**config.mk**
```make
export PLATFORM = sky130hd
export DESIGN_NAME = branch_irq_recorder
export DESIGN_NICKNAME = d
export VERILOG_FILES = /design/src/rtl/brrec_pkg.sv /design/src/rtl/brrec_ctrl.sv /design/src/rtl/brrec_pair.sv /design/src/rtl/brrec_trap.sv /design/src/rtl/branch_irq_recorder.sv
export SDC_FILE = /design/constraint.sdc
export NUM_CORES = 1
export LEC_CHECK = 0
export BUFFER_PORTS_ARGS = -buffer_cell sky130_fd_sc_hd__buf_2
export CORE_MARGIN = 4
export CORE_UTILIZATION = 57
export DETAILED_ROUTE_END_ITERATION = 8
export PLACE_DENSITY = 0.92
export SLEW_MARGIN = 20
export SYNTH_ARGS = -nofsm -noshare
export SYNTH_HDL_FRONTEND = slang
export SYNTH_HIERARCHICAL = 1
export SYNTH_SLANG_ARGS = --single-unit
```
**constraint.sdc**
```tcl
create_clock -name clk -period 3.25 [get_ports clk]
set_input_delay 0.4875 -clock clk [delete_from_list [all_inputs] [get_ports clk]]
set_output_delay 0.4875 -clock clk [all_outputs]
set_load 0.02 [all_outputs]
```
**src/rtl/brrec_pkg.sv**
```systemverilog
package brrec_pkg;
    localparam int ADDR_W  = 32;
    localparam int CTRL_W  = 16;
    localparam int SEL_W   = 3;
    // control bit positions that the logic decodes
    localparam int BIT_REC  = 0;
    localparam int BIT_TRAP = 1;
    // bits 13..7 are reserved
    localparam logic [CTRL_W-1:0] CTRL_WMASK = 16'hC07F;
    localparam logic [SEL_W-1:0] SEL_CTRL = 3'd0;
    localparam logic [SEL_W-1:0] SEL_BR_F = 3'd1;
    localparam logic [SEL_W-1:0] SEL_BR_T = 3'd2;
    localparam logic [SEL_W-1:0] SEL_IQ_F = 3'd3;
    localparam logic [SEL_W-1:0] SEL_IQ_T = 3'd4;

    typedef enum logic {
        TRAP_IDLE = 1'b0,
        TRAP_FIRE = 1'b1
    } trap_state_t;
endpackage

```
**src/rtl/brrec_ctrl.sv**
```systemverilog
module brrec_ctrl #(
    parameter int W = 16,
    parameter logic [W-1:0] WMASK = '1
) (
    input  logic         clk,
    input  logic         rst_n,
    input  logic         wen,
    input  logic [W-1:0] wdata,
    output logic [W-1:0] ctrl_q
);
    always_ff @(posedge clk or negedge rst_n) begin
        if (!rst_n)
            ctrl_q <= '0;
        else if (wen)
            ctrl_q <= wdata & WMASK;
    end
endmodule

```
**src/rtl/brrec_pair.sv**
```systemverilog
module brrec_pair #(
    parameter int W = 32
) (
    input  logic         clk,
    input  logic         rst_n,
    input  logic         capture,
    input  logic [W-1:0] src_in,
    input  logic [W-1:0] dst_in,
    output logic [W-1:0] src_q,
    output logic [W-1:0] dst_q
);
    always_ff @(posedge clk or negedge rst_n) begin
        if (!rst_n) begin
            src_q <= '0;
            dst_q <= '0;
        end else if (capture) begin
            src_q <= src_in;
            dst_q <= dst_in;
        end
    end
endmodule

```
**src/rtl/brrec_trap.sv**
```systemverilog
module brrec_trap
    import brrec_pkg::*;
(
    input  logic clk,
    input  logic rst_n,
    input  logic qualify,
    output logic trap_req
);
    trap_state_t state_q, state_d;

    always_ff @(posedge clk or negedge rst_n) begin
        if (!rst_n)
            state_q <= TRAP_IDLE;
        else
            state_q <= state_d;
    end

    always_comb begin
        state_d = state_q;
        unique case (state_q)
            TRAP_IDLE: state_d = qualify ? TRAP_FIRE : TRAP_IDLE;
            TRAP_FIRE: state_d = qualify ? TRAP_FIRE : TRAP_IDLE;
            default:   state_d = TRAP_IDLE;
        endcase
    end

    always_comb begin
        trap_req = 1'b0;
        unique case (state_q)
            TRAP_IDLE: trap_req = 1'b0;
            TRAP_FIRE: trap_req = 1'b1;
            default:   trap_req = 1'b0;
        endcase
    end
endmodule

```
**src/rtl/branch_irq_recorder.sv**
```systemverilog
module branch_irq_recorder
    import brrec_pkg::*;
(
    input  logic              clk,
    input  logic              rst_n,
    input  logic              br_valid,
    input  logic [ADDR_W-1:0] br_from,
    input  logic [ADDR_W-1:0] br_to,
    input  logic              irq_valid,
    input  logic [ADDR_W-1:0] irq_from,
    input  logic [ADDR_W-1:0] irq_to,
    input  logic [SEL_W-1:0]  reg_addr,
    input  logic              reg_wen,
    input  logic [CTRL_W-1:0] reg_wdata,
    output logic [ADDR_W-1:0] reg_rdata,
    output logic              trap_req
);
    localparam int NPAIR = 2;

    logic [CTRL_W-1:0] ctrl_q;
    logic              rec_en;
    logic [NPAIR-1:0]  strobe;
    logic [ADDR_W-1:0] src_in [NPAIR];
    logic [ADDR_W-1:0] dst_in [NPAIR];
    logic [ADDR_W-1:0] src_q  [NPAIR];
    logic [ADDR_W-1:0] dst_q  [NPAIR];

    brrec_ctrl #(.W(CTRL_W), .WMASK(CTRL_WMASK)) u_ctrl (
        .clk    (clk),
        .rst_n  (rst_n),
        .wen    (reg_wen && (reg_addr == SEL_CTRL)),
        .wdata  (reg_wdata),
        .ctrl_q (ctrl_q)
    );

    assign rec_en    = ctrl_q[BIT_REC];
    assign strobe    = {irq_valid, br_valid};
    assign src_in[0] = br_from;
    assign dst_in[0] = br_to;
    assign src_in[1] = irq_from;
    assign dst_in[1] = irq_to;

    for (genvar g = 0; g < NPAIR; g++) begin : g_pair
        brrec_pair #(.W(ADDR_W)) u_pair (
            .clk     (clk),
            .rst_n   (rst_n),
            .capture (rec_en && strobe[g]),
            .src_in  (src_in[g]),
            .dst_in  (dst_in[g]),
            .src_q   (src_q[g]),
            .dst_q   (dst_q[g])
        );
    end

    brrec_trap u_trap (
        .clk      (clk),
        .rst_n    (rst_n),
        .qualify  (br_valid && ctrl_q[BIT_TRAP]),
        .trap_req (trap_req)
    );

    always_comb begin
        reg_rdata = '0;
        unique case (reg_addr)
            SEL_CTRL: reg_rdata = {{(ADDR_W-CTRL_W){1'b0}}, ctrl_q};
            SEL_BR_F: reg_rdata = src_q[0];
            SEL_BR_T: reg_rdata = dst_q[0];
            SEL_IQ_F: reg_rdata = src_q[1];
            SEL_IQ_T: reg_rdata = dst_q[1];
            default:  reg_rdata = '0;
        endcase
    end
endmodule

```
==> reports/results.tsv <==
stage	metric	value	unit
worst_setup_path	critPathLaunchType	input port	
floorplanning	start_util	0.593	
power_and_ir_drop	vdd_ir_drop_max	415	uV
synthesis	synth.top_cells.by_count	sky130_fd_sc_hd__dfrtp_1, sky130_fd_sc_hd__mux2_4, sky130_fd_sc_hd__a22oi_1	
global_routing	maximum_number_of_pins_on_one_net_before_global_route_repair	73	
clocking	maximum_clock_insertion_buffer_count	2	
worst_setup_path	critical-path-max-stage-delay	0.46	ns
sta	timing.slew.headroom	0.388	
final_layout	layout-drive-gt1-share	0.581	
synthesis	synth_compound_gate_area_share	0.0811	
worst_setup_path	worst_r2r_startpoint	u_ctrl/ctrl_q[0]	
final_layout	areaGrowthSynthToFinish	19.1	%
synthesis	postSynthCellCount	442	
synthesis	largest_family_of_logic_cells_by_synthesized_area	multiplexers	
floorplanning	core.rowCount	39	
synthesis	post_synth.cell_area_avg	15.6	um2
sta	final_period_minus_worst_setup_slack	2.62	ns
route	top_signal_layer_used	met4	
sta	max_freq	0.382	GHz
floorplanning	top_level_ports	185	
worst_setup_path	worst-endpoint-arrival	2.13	ns
place	buffer_ports.inserted	177	
route	wl_per_cell	22.8	um
synthesis	synth.area.top_cells	sky130_fd_sc_hd__dfrtp_1, sky130_fd_sc_hd__mux2_4, sky130_fd_sc_hd__buf_12	
sta	final_hold_viol_count	0	
global_routing	number_of_antenna_violations_at_the_first_check_in_global_routing	2	
power_and_ir_drop	power.leakage	4.00	nW
route	avgViaCountPerCell	5.71	
sta	setup_ws	0.635	ns
global_routing	grt_first_pass_wirelength	27200	um
synthesis	synth-async-reset-ratio	1.00	
place	placement.setup.worst_slack	0.655	ns
job	max_cap_violations	0	
synthesis	synth_fa_ha_area_frac	0	
synthesis	synthFlopType	sky130_fd_sc_hd__dfrtp_1	
outcome	status	complete, no violations	
worst_setup_path	crit_type	in -> out	
global_routing	grt_overflow	0	
worst_setup_path	critPathCaptureType	output pin	
worst_setup_path	worst-endpoint-required	2.76	ns
floorplanning	floorplan.core_area	11700	um2
worst_setup_path	critical_path.most_common_cell	sky130_fd_sc_hd__buf_2	
floorplanning	die_area	14000	um2
worst_setup_path	r2r.worst_path.cells	3	
synthesis	number_of_enable_flip_flop_cells_after_synthesis	0	
worst_setup_path	worst_flop_to_flop_path_endpoint	g_pair[1].u_pair/src_q[29]	
clocking	numCtsBuffers	17	
clocking	worstSkewPairLatency	0.42	ns
hold_path	min-delay-path-class	in -> async	
route	detailroute.via_count	4389	
synthesis	ys_ff_latch	138	
route	firstDrtPassIters	5	
route	drt_wl_total	17500	um
sta	layout_worst_path_cycle_share	0.805	
route	drt.antenna.violating_nets	0	
synthesis	synth_seq_area_share	0.499	
clocking	h-tree-depth	4	
route	wirelength_met1	7440	um
global_routing	grt_util_all_layers	0.252	
floorplanning	fp.dieW	118	um
synthesis	synthesis.yosys.warnings	6	
route	drtIter0Drc	353	
synthesis	synth.most_common_cell	sky130_fd_sc_hd__dfrtp_1	
synthesis	synth_mux_area_frac	0.342	
route	drc	0	
synthesis	netlist.area_leader.share	0.499	
global_routing	first_global_vias	4878	
synthesis	synth_xor_area_frac	0	
sta	grt_setup_unrepaired	no	
floorplanning	floorplan.die.height	118	um
clocking	tritoncts	built	
clocking	cts_root_buf	sky130_fd_sc_hd__clkbuf_16	
sta	tightest_slew	0.917	ns
clocking	numClockSinks	138	
sta	timing.final.max_slew_violations	0	
worst_setup_path	worst_path_max_delay_cell	sky130_fd_sc_hd__buf_4	
route	routed-wl-met3	809	um
final_layout	fin_nets	762	
worst_setup_path	timing.critical_path.fanout_max	26	
worst_setup_path	path_cells	buf_2 > buf_4 > inv_1 > a32oi_1 > o21ai_0 > buf_2	
sta	finalSetupViolations	0	
synthesis	netlist.top_cell.by_area	sky130_fd_sc_hd__dfrtp_1	
power_and_ir_drop	powerDensity	763	nW/um2
clocking	cts.repair_timing.setup_buffer_count	0	
route	wl_met2	8750	um
place	gp_congestion	0.912	
clocking	cts_resized	0	
sta	finalClockSkew	0.00949	ns
synthesis	post_synth_and_or_nand_nor_area_fraction	0.00850	
worst_setup_path	rrSetupSlack	1.46	ns
sta	tns	0	ns
synthesis	syn_area	6920	um2
clocking	postCtsHoldBufs	0	
clocking	clkSlewWorstSetupHoldPaths	0.05	ns
place	dp.final_hpwl	12500	um
synthesis	synth_cell_type_count	22	
-- flip-flops by register name, summed over array words and instances, names as in the netlist --
name,count
u_trap/state_q,1
u_ctrl/ctrl_q,9
g_pair.u_pair/src_q,64
g_pair.u_pair/dst_q,64
-- worst max-delay path, delay by kind of cell --
kind | cells | cell delay (ns)
AO/OA/AOI/OAI | 2 | 0.37
buffers and inverters | 4 | 1.26
-- per-stage QoR --
| step | power, mW | util | cells | hold WS, ns | area, um2 |
|---|---|---|---|---|---|
| 2_1_floorplan | 3.96 | - | 448 | 0.192 | 6940 |
| 3_3_place_gp | 4.33 | 0.658 | 734 | 0.485 | 7680 |
| 3_5_place_dp | 4.45 | 0.658 | 734 | 0.488 | 7680 |
| 4_1_cts | 6.32 | 0.706 | 766 | 0.235 | 8230 |
| 5_1_grt | 6.57 | 0.706 | 768 | 0.281 | 8240 |
| 6_report | 6.29 | 0.706 | 768 | 0.193 | 8240 |
-- layout make-up --
cell class              instances  area, um2
fillers                       795       3420
inverters                       1       3.75
multi-input cells             265       3030
repair buffers                187       1010
well taps                     143        179
flip-flops and latches        138       3450
clock inverters                 9       97.6
clock buffers                  23        458
diodes                          2       5.00
-- cell families after synthesis --
logic type / count (synthesis)
AOI/OAI and AO/OA: 80
buffers and inverters: 45
DFF: 138
muxes: 169
other: 1
and+or+nand+nor: 9
-- cell usage in the layout, fill, tap and decap left out, types with 2 or more instances in the layout --
master / count
sky130_fd_sc_hd__a22oi_1: 32
sky130_fd_sc_hd__a32oi_1: 16
sky130_fd_sc_hd__and2_4: 2
sky130_fd_sc_hd__buf_12: 4
sky130_fd_sc_hd__buf_2: 176
sky130_fd_sc_hd__buf_4: 7
sky130_fd_sc_hd__bufinv_16: 2
sky130_fd_sc_hd__clkbuf_1: 5
sky130_fd_sc_hd__clkbuf_16: 17
sky130_fd_sc_hd__clkinv_2: 6
sky130_fd_sc_hd__conb_1: 7
sky130_fd_sc_hd__dfrtp_1: 138
sky130_fd_sc_hd__diode_2: 2
sky130_fd_sc_hd__mux2_1: 11
sky130_fd_sc_hd__mux2_2: 13
sky130_fd_sc_hd__mux2_4: 129
sky130_fd_sc_hd__mux2i_1: 16
sky130_fd_sc_hd__nor2b_2: 2
sky130_fd_sc_hd__o21ai_0: 2
sky130_fd_sc_hd__o21ai_1: 14
sky130_fd_sc_hd__o22ai_1: 16
-- per-layer routing --
metal	global-route usage	up-vias
met3	0.0463	28
met2	0.406	148
met4	0.112	0
met5	0	-
met1	0.336	2242
li1	-	1971
-- power breakdown --
group | switching (mW) | total, mW | internal (mW)
clock | 0.690 | 1.83 | 1.14
combinational | 0.728 | 1.80 | 1.08
sequential | 0.360 | 2.65 | 2.29
total | 1.78 | 6.29 | 4.51
-- worst max-delay path by stage --
stage	slack [ns]	endpoint	startpoint	depth (start not counted)
final	0.63	reg_rdata[15]	reg_addr[0]	6
after global routing	0.52	reg_rdata[15]	reg_addr[0]	6
after CTS	0.65	reg_rdata[15]	reg_addr[0]	6
after detailed placement	0.65	reg_rdata[4]	reg_addr[0]	6
after global placement	0.66	reg_rdata[6]	reg_addr[0]	6
after floorplan	1.33	reg_rdata[0]	reg_addr[0]	6
(Power assumes the default switching activity.)
